### config.mk
export PLATFORM = sky130hd
export DESIGN_NAME = fifo_rdmode
export DESIGN_NICKNAME = d
export VERILOG_FILES = /design/src/rtl/fifo_rdmode_pkg.sv /design/src/rtl/fifo_store.sv /design/src/rtl/fifo_ctrl.sv /design/src/rtl/fifo_outstage.sv /design/src/rtl/fifo_rdmode.sv
export SDC_FILE = /design/constraint.sdc
export NUM_CORES = 1
export LEC_CHECK = 0
export BUFFER_PORTS_ARGS = -buffer_cell sky130_fd_sc_hd__buf_2
export CORE_MARGIN = 4
export CORE_UTILIZATION = 45
export CTS_CLUSTER_SIZE = 12
export DETAILED_ROUTE_END_ITERATION = 10
export PLACE_DENSITY = 0.62
export SKIP_LAST_GASP = 1
export SLEW_MARGIN = 30
export SYNTH_ARGS = -nofsm -noshare
export SYNTH_HDL_FRONTEND = slang
export SYNTH_HIERARCHICAL = 1
export SYNTH_SLANG_ARGS = --single-unit
### constraint.sdc
create_clock -name clk -period 9.05 [get_ports clk]
set_input_delay 2.715 -clock clk [delete_from_list [all_inputs] [get_ports clk]]
set_output_delay 2.715 -clock clk [all_outputs]
set_load 0.1 [all_outputs]
### src/rtl/fifo_rdmode_pkg.sv
package fifo_rdmode_pkg;

    typedef enum logic {
        RDM_STANDARD = 1'b0,
        RDM_FALLTHRU = 1'b1
    } rd_mode_e;

endpackage

### src/rtl/fifo_store.sv
module fifo_store #(
    parameter int DATA_W = 8,
    parameter int DEPTH  = 16,
    localparam int AW    = $clog2(DEPTH)
) (
    input  logic              clk,
    input  logic              we,
    input  logic [AW-1:0]     waddr,
    input  logic [DATA_W-1:0] wdata,
    input  logic [AW-1:0]     raddr,
    output logic [DATA_W-1:0] rdata
);

    logic [DATA_W-1:0] mem_q [DEPTH];

    // Storage carries no reset; the pointers alone decide what is valid.
    always_ff @(posedge clk) begin
        if (we) begin
            mem_q[waddr] <= wdata;
        end
    end

    assign rdata = mem_q[raddr];

endmodule

### src/rtl/fifo_ctrl.sv
module fifo_ctrl #(
    parameter int DEPTH = 16,
    localparam int AW   = $clog2(DEPTH),
    localparam int CW   = $clog2(DEPTH + 1)
) (
    input  logic          clk,
    input  logic          rst,
    input  logic          wr_req,
    input  logic          pop,
    output logic          push,
    output logic [AW-1:0] wr_ptr,
    output logic [AW-1:0] rd_ptr,
    output logic          stor_empty,
    output logic          full
);

    typedef struct packed {
        logic [AW-1:0] wr_ptr;
        logic [AW-1:0] rd_ptr;
        logic [CW-1:0] count;
    } ctrl_t;

    ctrl_t st_q, st_d;
    logic  pop_ok;

    function automatic logic [AW-1:0] adv(input logic [AW-1:0] p);
        return (p == AW'(DEPTH - 1)) ? '0 : p + AW'(1);
    endfunction

    always_comb begin
        full       = (st_q.count == CW'(DEPTH));
        stor_empty = (st_q.count == '0);
        push       = wr_req && !full;
        pop_ok     = pop && !stor_empty;
        st_d       = st_q;
        if (push) begin
            st_d.wr_ptr = adv(st_q.wr_ptr);
        end
        if (pop_ok) begin
            st_d.rd_ptr = adv(st_q.rd_ptr);
        end
        case ({push, pop_ok})
            2'b10:   st_d.count = st_q.count + CW'(1);
            2'b01:   st_d.count = st_q.count - CW'(1);
            default: st_d.count = st_q.count;
        endcase
    end

    always_ff @(posedge clk) begin
        if (rst) begin
            st_q <= '0;
        end else begin
            st_q <= st_d;
        end
    end

    assign wr_ptr = st_q.wr_ptr;
    assign rd_ptr = st_q.rd_ptr;


    no_overflow_chk: assert property (@(posedge clk) disable iff (rst)
        st_q.count <= CW'(DEPTH));


    full_write_drop_chk: assert property (@(posedge clk) disable iff (rst)
        (full && wr_req) |=> $stable(st_q.wr_ptr));


    empty_pop_drop_chk: assert property (@(posedge clk) disable iff (rst)
        stor_empty |=> $stable(st_q.rd_ptr));


    push_pop_level_chk: assert property (@(posedge clk) disable iff (rst)
        (push && pop) |=> $stable(st_q.count));

endmodule

### src/rtl/fifo_outstage.sv
module fifo_outstage
    import fifo_rdmode_pkg::*;
#(
    parameter int       DATA_W = 8,
    parameter rd_mode_e MODE   = RDM_FALLTHRU
) (
    input  logic              clk,
    input  logic              rst,
    input  logic              rd_en,
    input  logic              stor_empty,
    input  logic [DATA_W-1:0] mem_rdata,
    output logic              pop,
    output logic [DATA_W-1:0] rd_data,
    output logic              rd_valid,
    output logic              empty
);

    typedef struct packed {
        logic [DATA_W-1:0] data;
        logic              valid;
    } out_t;

    out_t os_q, os_d;

    generate
        if (MODE == RDM_FALLTHRU) begin : g_fallthru
            // Refill whenever the output register is free or being taken.
            always_comb begin
                pop  = !stor_empty && (!os_q.valid || rd_en);
                os_d = os_q;
                if (pop) begin
                    os_d.data  = mem_rdata;
                    os_d.valid = 1'b1;
                end else if (rd_en && os_q.valid) begin
                    os_d.valid = 1'b0;
                end
            end
            assign empty = !os_q.valid;


            hold_word_chk: assert property (@(posedge clk) disable iff (rst)
                (os_q.valid && !rd_en) |=> (os_q.valid && $stable(os_q.data)));


            last_take_chk: assert property (@(posedge clk) disable iff (rst)
                (os_q.valid && rd_en && stor_empty) |=> !os_q.valid);
        end else begin : g_standard
            // Each accepted request fetches exactly one word.
            always_comb begin
                pop        = rd_en && !stor_empty;
                os_d       = os_q;
                os_d.valid = pop;
                if (pop) begin
                    os_d.data = mem_rdata;
                end
            end
            assign empty = stor_empty;


            fetch_latency_chk: assert property (@(posedge clk) disable iff (rst)
                (rd_en && !stor_empty) |=> (os_q.valid && os_q.data == $past(mem_rdata)));


            no_unrequested_chk: assert property (@(posedge clk) disable iff (rst)
                !rd_en |=> !os_q.valid);
        end
    endgenerate

    always_ff @(posedge clk) begin
        if (rst) begin
            os_q <= '0;
        end else begin
            os_q <= os_d;
        end
    end

    assign rd_data  = os_q.data;
    assign rd_valid = os_q.valid;


    rst_clear_chk: assert property (@(posedge clk)
        rst |=> !os_q.valid);

endmodule

### src/rtl/fifo_rdmode.sv
module fifo_rdmode
    import fifo_rdmode_pkg::*;
#(
    parameter int       DATA_W = 8,
    parameter int       DEPTH  = 16,
    parameter rd_mode_e MODE   = RDM_FALLTHRU,
    localparam int      AW     = $clog2(DEPTH)
) (
    input  logic              clk,
    input  logic              rst,
    input  logic              wr_en,
    input  logic [DATA_W-1:0] wr_data,
    input  logic              rd_en,
    output logic [DATA_W-1:0] rd_data,
    output logic              rd_valid,
    output logic              empty,
    output logic              full
);

    logic              push_w;
    logic              pop_w;
    logic              stor_empty_w;
    logic [AW-1:0]     wr_ptr_w;
    logic [AW-1:0]     rd_ptr_w;
    logic [DATA_W-1:0] mem_rdata_w;

    fifo_ctrl #(
        .DEPTH (DEPTH)
    ) ctrl_i (
        .clk        (clk),
        .rst        (rst),
        .wr_req     (wr_en),
        .pop        (pop_w),
        .push       (push_w),
        .wr_ptr     (wr_ptr_w),
        .rd_ptr     (rd_ptr_w),
        .stor_empty (stor_empty_w),
        .full       (full)
    );

    fifo_store #(
        .DATA_W (DATA_W),
        .DEPTH  (DEPTH)
    ) store_i (
        .clk   (clk),
        .we    (push_w),
        .waddr (wr_ptr_w),
        .wdata (wr_data),
        .raddr (rd_ptr_w),
        .rdata (mem_rdata_w)
    );

    fifo_outstage #(
        .DATA_W (DATA_W),
        .MODE   (MODE)
    ) out_i (
        .clk        (clk),
        .rst        (rst),
        .rd_en      (rd_en),
        .stor_empty (stor_empty_w),
        .mem_rdata  (mem_rdata_w),
        .pop        (pop_w),
        .rd_data    (rd_data),
        .rd_valid   (rd_valid),
        .empty      (empty)
    );

endmodule

* Word level (Yosys, flattened, before mapping) *
Memories as Yosys holds them, arrays and structs flattened. A register that Yosys moved wholly into a read port is not among the register bits.
Index checks and enable logic that the tools add are counted.
W data, S select, Z words.

operators by class
  eq/ne operators = 5
  reductions and logical operators = 11
  $add $sub $neg = 4
  mux-type cells = 7

operators with widths
  cell                   number
  $pmux W5 S2            1
  $add A4 B1 Y4 const B  2
  $eq A4 B4 Y1 const B   2
  $mux W4                2
  $add A5 B1 Y5 const B  1
  $eq A5 B5 Y1 const B   1
  $logic_not A5 Y1       1
  $sub A5 B1 Y5 const B  1
  $logic_and A1 B1 Y1    4
  $mux W1                4
  $reduce_bool A2 Y1     2
  $logic_not A1 Y1       3
  $eq A2 B1 Y1 const B   1
  $eq A2 B2 Y1 const B   1
  $logic_or A1 B1 Y1     1

word-level totals
  register bits after elaboration = 14
  memories = 1
  bits of input ports = 12
  bits in writable memories = 128

memories
  memory         depth  width  rd ports  clocked after memory_dff  wr ports  line              text
  store_i.mem_q  16     8      1         1                         1         fifo_store.sv:14  logic [DATA_W-1:0] mem_q [DEPTH];

* Depth between registers and ports, before layout *
Gate-level depths: netlist of the first run.

  depth in word-level cells = 6
  depth in mapped cells = 12
  mapped depth without buffers = 11

* Cells and area by module *
The synthesis of the first run kept the hierarchy.

modules (own cells, without submodules)
  module         cells each  area an instance (um2)  instances
  fifo_store     221         4987.3                  1
  fifo_ctrl      93          818.3                   1
  fifo_outstage  39          404.1                   1

* Worst setup path after synthesis of the first run *
OpenSTA, ideal clock, no wires.

  path type = input port to flip-flop
  from = in rd_en
  to = reg ctrl_i/st_q[4] (netlist name)
  required time = 8.929 ns
  library setup time = 0.121 ns
  buffers on the path = 1
  data arrival time = 4.932 ns
  stages = 11
  slack = 3.997 ns
  cells stage by stage = nand2b_1 -> nor2b_4 -> buf_6 -> a21boi_2 -> ha_1 -> inv_1 -> fa_1 -> nand2b_1 -> a21oi_1 -> mux2i_1 -> mux2_2

between the ends
  longest elaborated chain between the ends = 5
  elaborated cells on any way between the ends = 7
  classes of those cells = eq/ne (2); mux (1); reduce/logical (4)

RTL lines
  what                                               line                 text
  start, declared                                    fifo_rdmode.sv:13    input logic rd_en,
  $logic_or A1 B1 Y1 *                               fifo_outstage.sv:29  pop = !stor_empty && (!os_q.valid || rd_en);
  $logic_and A1 B1 Y1 *                              fifo_outstage.sv:29
  via pop_w                                          fifo_rdmode.sv:21    logic pop_w;
  $logic_and A1 B1 Y1 *                              fifo_ctrl.sv:34      pop_ok = pop && !stor_empty;
  via ctrl_i.pop_ok                                  fifo_ctrl.sv:24      logic pop_ok;
  $eq A2 B1 Y1 or $eq A2 B2 Y1 (tied branches)       fifo_ctrl.sv:42      case ({push, pop_ok})
  $pmux W5 S2 or $reduce_bool A2 Y1 (tied branches)  -
  end signal, assigned                               fifo_ctrl.sv:53      st_q <= st_d;
  end, declared                                      fifo_ctrl.sv:23      ctrl_t st_q, st_d;

The timed path passes the listed nets; every way through them passes the cells marked *.
A chain may end at the register's enable or synchronous reset.

* Worst setup path after layout of the first run *
Ends and elaborated chain as after synthesis.

==> results of run 1 <==
flip-flops by register name (all words and copies together), names as in the netlist:
register        count
store_i/mem_q     128
out_i/rd_data       8
ctrl_i/st_q         5
ctrl_i/rd_ptr       4
ctrl_i/wr_ptr       4
out_i/rd_valid      1
power groups by stage:
stage,clock network (uW),logic (uW),registers (uW)
after floorplan,0,364,955
after global placement,0,549,845
after detailed placement,0,557,848
after CTS,693,559,834
after global routing,729,594,840
final,681,551,832
cells by family after synthesis:
| logic type | share of synthesized area, % |
|---|---|
| muxes | 14.7 |
| buffers and inverters | 3.08 |
| xor gates and xnor gates | 0.564 |
| DFF | 69.0 |
| and+or+nand+nor | 7.09 |
| adders and majority gates | 1.53 |
| AOI/OAI and AO/OA | 4.01 |
cell usage in the layout (no fill, tap or decap), types with 2 or more instances in the layout:
| cell type | count |
|---|---|
| nor2_1 | 32 |
| clkinv_2 | 6 |
| buf_4 | 4 |
| buf_2 | 22 |
| a22oi_1 | 16 |
| edfxtp_1 | 128 |
| ha_1 | 6 |
| a311oi_1 | 2 |
| nand3b_1 | 2 |
| a21oi_1 | 5 |
| nor3_2 | 2 |
| clkbuf_16 | 17 |
| bufinv_16 | 2 |
| inv_1 | 6 |
| mux4_1 | 14 |
| o211ai_2 | 2 |
| dfxtp_1 | 21 |
| nand2_1 | 14 |
| mux2i_1 | 13 |
| nand2b_1 | 20 |
| a21boi_2 | 2 |
| xor2_1 | 4 |
| nand3_1 | 3 |
| clkbuf_8 | 3 |
| mux4_2 | 18 |
| a41oi_1 | 2 |
| nor3_1 | 2 |
| a31oi_1 | 2 |
| clkbuf_1 | 2 |
final timing paths:
| path | startpoint | end | slack [ps] | depth (start not counted) |
|---|---|---|---|---|
| worst max-delay path | rd_en | ctrl_i/st_q[4]$_SDFFE_PP0P_ | 4090 | 11 |
| worst min-delay path | out_i/rd_data[6]$_SDFFE_PP0P_ | out_i/rd_data[6]$_SDFFE_PP0P_ | 470 | 2 |
| worst max register to register | ctrl_i/st_q[0]$_SDFFE_PP0P_ | ctrl_i/st_q[4]$_SDFFE_PP0P_ | 5880 | 11 |
| worst min register to register | out_i/rd_data[6]$_SDFFE_PP0P_ | out_i/rd_data[6]$_SDFFE_PP0P_ | 470 | 2 |
final cells by class:
class	instances	area [sq um]
Fill cell	1104	6410
Multi-Input combinational cell	175	1750
Sequential cell	150	4290
Tap cell	176	220
Clock buffer	22	474
Inverter	6	22.5
Timing Repair Buffer	26	140
Clock inverter	10	103
per-layer routing:
metal	vias up	share of wire [%]	wire, um
li1	1440	-	-
met1	1660	45	5350
met2	94	48	5660
met3	17	5.7	671
met4	0	1.5	172
met5	-	0	0
worst max-delay path, stage by stage:
cell	delay [ps]
buf_2	70
nand2b_1	120
nor2b_4	350
a21boi_2	350
ha_1	290
inv_1	90
fa_1	400
nand2b_1	160
a21oi_1	160
mux2i_1	210
mux2_2	340
metrics by stage:
step	util, %	instances	instance area (sq um)	worst slack [ps]	hold slack [ps]
CTS	52.2	565	6990	4070	476
floorplan	-	353	6210	4000	468
detailed placement	47.9	533	6410	3620	466
global route	52.2	565	6990	3910	491
finish	52.2	565	6990	4090	470
global placement	47.8	533	6410	3710	458
==> metrics, run 1 <==
CTS tree yes; I/O Pins 23; post_cts resized 0; PwrDens 295 nW/um^2; kind of critical path in -> reg; Total Routing Usage GR 16.0%; PortBufs 22; final net count 395; Synth area leaders edfxtp_1 (62%), dfxtp_1 (7.1%), mux4_2 (6.5%); DRT Wirelength 11.8 mm; CP Max Fanout 10; GRT busiest layer met2; IR drop worst, VDD 0.145 mV; DRC 0; Tmin final 4960 ps; Seq pwr share 40.3%; top_reg_cell synth edfxtp_1; synthesized cell area 6210 sq um; routing usage on met3 5.20%; Max-Cap Viols 0; Clk pwr share 33.0%; Starting Density 46.3%; first-pass GRT wire length 18.8 mm; P_leak 0.00236 uW; chip width 125 um; Hold Path Class reg -> reg; Post-Syn Instances 353; unrepaired setup endpoints after global routing false; area grow syn2layout 12.6%; top cells by count, synth edfxtp_1 (128), nor2_1 (33), dfxtp_1 (22), nand2b_1 (20), mux4_2 (18); number of buffers created by CTS 17; Worst-Margin Slew 1040 ps; CP Launch Type primary input; DR vias 3211; CP Capture Type flip-flop; Synth Register Bits 150; met2 GRT Util 24.8%; number of setup violations in the final report 0; DR iter-0 viols 224; drt first pass iters 4; Combinational Power Share 26.7%; Vias/cell 5.68; worst-case clock buffer depth 2; Seq/Total Area, Yosys 69.0%; Die H 125 um; total grt overflow 0; Critical Path RT 9360 ps; Final Max Slew Viols 0; H-tree lvl count 4; Cell variety after synth 39; Num Clock Sinks 150; EDFF count, synth 128; slew margin rel. 30.3%; final setup TNS 0 ps; largest net degree at the start of global routing 34; Final HPWL DP 7.51 mm; Syn Area/Cell 17.6 sq um; number of routed nets with antenna violations 0; antenna violations before repair 0; core area 13400 sq um; vias in the first global route 3282; Setup Buffers After CTS 0; final hold violations 0; skew final 8.56 ps; ratio of cells with drive above 1 in the final layout 22.4%; GR Util met1 21.6%; syn_nets 372; clk_lat worst skew 420 ps; leading area contributor after synthesis edfxtp_1; area of the die 15700 sq um; share of the synthesized area in the top cell type 61.9%; final worst-path cycle share 54.8%; CTS hold repair buffers 0; Net Switching 649 uW; Switching Fraction 31.4%; routability cong. 0.733; Std-Cell Rows 42; Root Driver clkbuf_16; synth warn 6; P_int 1420 uW; top-count cell post-synth edfxtp_1; status complete, no violations; crit path DAT 5270 ps; total power 2060 uW; top achievable clock speed 0.202 GHz; Clock transition at path regs 60 ps; DR WL/cell 21.0 um; Synth async-reset ratio 0%; n_diodes 0
Power figures use the tool's default switching activity.
==> run 2, diff against run 1 <==
--- a/config.mk
+++ b/config.mk
@@ -10,7 +10,7 @@
 export CORE_UTILIZATION = 45
 export CTS_CLUSTER_SIZE = 12
 export DETAILED_ROUTE_END_ITERATION = 10
-export PLACE_DENSITY = 0.62
+export PLACE_DENSITY = 0.64
 export SKIP_LAST_GASP = 1
 export SLEW_MARGIN = 30
 export SYNTH_ARGS = -nofsm -noshare
==> constraint.sdc (replaced) <==
create_clock -name clk -period 4.4 [get_ports clk]
set_input_delay 1.32 -clock clk [delete_from_list [all_inputs] [get_ports clk]]
set_output_delay 1.32 -clock clk [all_outputs]
set_load 0.1 [all_outputs]
==> metrics, run 2 (same netlist as run 1, synthesis figures left out) <==
Setup Buffers After CTS 0 (unchanged); Final Max Slew Viols 0 (unchanged); Crit path max-delay family adder cells; number of routed nets with antenna violations 0 (unchanged); P_leak 0.00236 uW (-0.12%); IR drop worst, VDD 0.348 mV (+140%); first-pass GRT wire length 18.8 mm (about the same); FF/Latch Area 4290 sq um (unchanged); DRC 0 (unchanged); worst-case clock buffer depth 2 (unchanged); total grt overflow 0 (unchanged); Vias/cell 5.49 (-3.3%); n_diodes 0 (unchanged); final worst-path cycle share 76.9%; DR iter-0 viols 251 (+12%); ratio of cells with drive above 1 in the final layout 22.8% (+0.42 points); DRT Wirelength 12.0 mm (+0.96%); I/O Pins 23 (unchanged); Switching Fraction 32.6% (+1.1 points); DR vias 3137 (-2.3%); number of buffers created by CTS 17 (unchanged); CTS hold repair buffers 0 (unchanged); slew margin rel. 34.6% (+4.4 points); Worst-Margin Slew 977 ps (-65.4 ps); kind of critical path in -> reg; final net count 401 (+1.5%); P_int 2830 uW (+100%); CP Launch Type primary input; PwrDens 599 nW/um^2 (+100%); Final HPWL DP 7.48 mm (-0.35%); chip width 125 um (unchanged); final hold violations 0 (unchanged); CP Max Fanout 5 (-5); commonest non-fill, non-tap cell in the layout edfxtp_1; post_cts resized 0 (unchanged); status complete, no violations; largest net degree at the start of global routing 34 (unchanged); Biggest register store_i/mem_q; max reg flops 128 (unchanged); total power 4190 uW (+100%); Clk pwr share 31.6% (-1.4 points); Std-Cell Rows 42 (unchanged); Hold Path Class reg -> reg; Clock transition at path regs 60 ps (about the same); Die H 125 um (unchanged); Largest stage delay, worst path 420 ps (+20 ps); fillcell total 1083 (-1.9%); Starting Density 46.3% (unchanged); crit path DAT 3690 ps (-1580 ps); multi-input logic area 1740 sq um (-0.57%); final setup TNS 0 ps (unchanged); Num Clock Sinks 150 (unchanged); area grow syn2layout 12.6% (about the same); Combinational Power Share 26.8% (about the same); antenna violations before repair 0 (unchanged); core area 13400 sq um (unchanged); cells along the critical path buf_2 -> nand2b_1 -> nor2b_4 -> a21boi_2 -> ha_1 -> inv_1 -> fa_1 -> nand2b_1 -> a21oi_1 -> mux2i_1 -> mux2_2; CP Capture Type flip-flop; number of setup violations in the final report 0 (unchanged); Max-Cap Viols 0 (unchanged); vias in the first global route 3207 (-2.3%); Seq pwr share 41.6% (+1.3 points); Net Switching 1360 uW (+110%); skew final 9.72 ps (+1.16 ps); unrepaired setup endpoints after global routing false; H-tree lvl count 4 (unchanged); CTS tree yes; Root Driver clkbuf_16; Critical Path RT 4710 ps (-4650 ps); Buf/Inv on CP 2 (unchanged); routability cong. 0.737 (+0.57%); Tmin final 3380 ps; drt first pass iters 4 (unchanged); top achievable clock speed 0.296 GHz; area of the die 15700 sq um (unchanged); PortBufs 22 (unchanged); commonest non-fill, non-tap cells in the layout edfxtp_1 (128), nor2_1 (32), buf_2 (22); cell mode on critical path nand2b_1; clk_lat worst skew 420 ps (about the same); Slowest-stage cell, CP fa_1; Total Routing Usage GR 16.2% (+0.19 points); DR WL/cell 20.9 um (about the same)
==> run 2: changes by cell type in the layout (fill, tap and decap cells not counted), moves of 2 or more <==
cell and delta:
clkinvlp_4 +2, nor3_2 -2, clkinv_2 -2, buf_4 +6, nor3_1 +2, clkbuf_8 -3
clkinv_4 +2
==> run 2: power by group through the flow <==
stage / Combinational [uW] / Sequential (uW) / Clock (uW)
global placement: 1120 / 1780 / 0
global route: 1210 / 1760 / 1420
floorplan: 749 / 1960 / 0
CTS: 1130 / 1750 / 1350
finish: 1120 / 1740 / 1320
detailed placement: 1130 / 1780 / 0
==> run 2: worst min-delay path, delay by kind of cell (launching register included) <==
family / cells / cell delay [ps]
DFF: 1 / 300
and+or+nand+nor: 1 / 60
muxes: 1 / 60
==> run 2: routing by layer <==
metal / up-vias / global-route usage, % / wire length (um)
met5: - / 0 / 0
met4: 0 / 6.76 / 252
met3: 18 / 5.46 / 817
met2: 84 / 23.8 / 5570
met1: 1583 / 22.3 / 5330
li1: 1452 / - / -
==> run 2: path summary, 6_finish.rpt <==
path                                 start  depth (start not counted)                            end  slack, ps
min reg2reg  out_i/rd_data[5]$_SDFFE_PP0P_                          2  out_i/rd_data[5]$_SDFFE_PP0P_        470
max reg2reg    ctrl_i/st_q[0]$_SDFFE_PP0P_                         10    ctrl_i/st_q[4]$_SDFFE_PP0P_       1410
min          out_i/rd_data[5]$_SDFFE_PP0P_                          2  out_i/rd_data[5]$_SDFFE_PP0P_        470
max                                  rd_en                         11    ctrl_i/st_q[4]$_SDFFE_PP0P_       1020
==> run 2: per-stage QoR <==
stage          cell area [sq um]  cells  setup slack, ps  hold WS, ps  utilization [%]
3_3_place_gp                6450    539              725          458             48.1
2_1_floorplan               6210    353              742          468                -
3_5_place_dp                6450    539              625          465             48.1
6_report                    6990    571             1020          472             52.2
4_1_cts                     6990    571             1060          476             52.1
5_1_grt                     6990    571              873          505             52.2
==> run 2: area by class of cell <==
class / instances / area share (%)
Tap cell: 176 / 3.15
Multi-Input combinational cell: 175 / 24.8
Inverter: 6 / 0.322
Timing Repair Buffer: 32 / 2.65
Sequential cell: 150 / 61.3
Clock buffer: 19 / 6.19
Clock inverter: 13 / 1.54
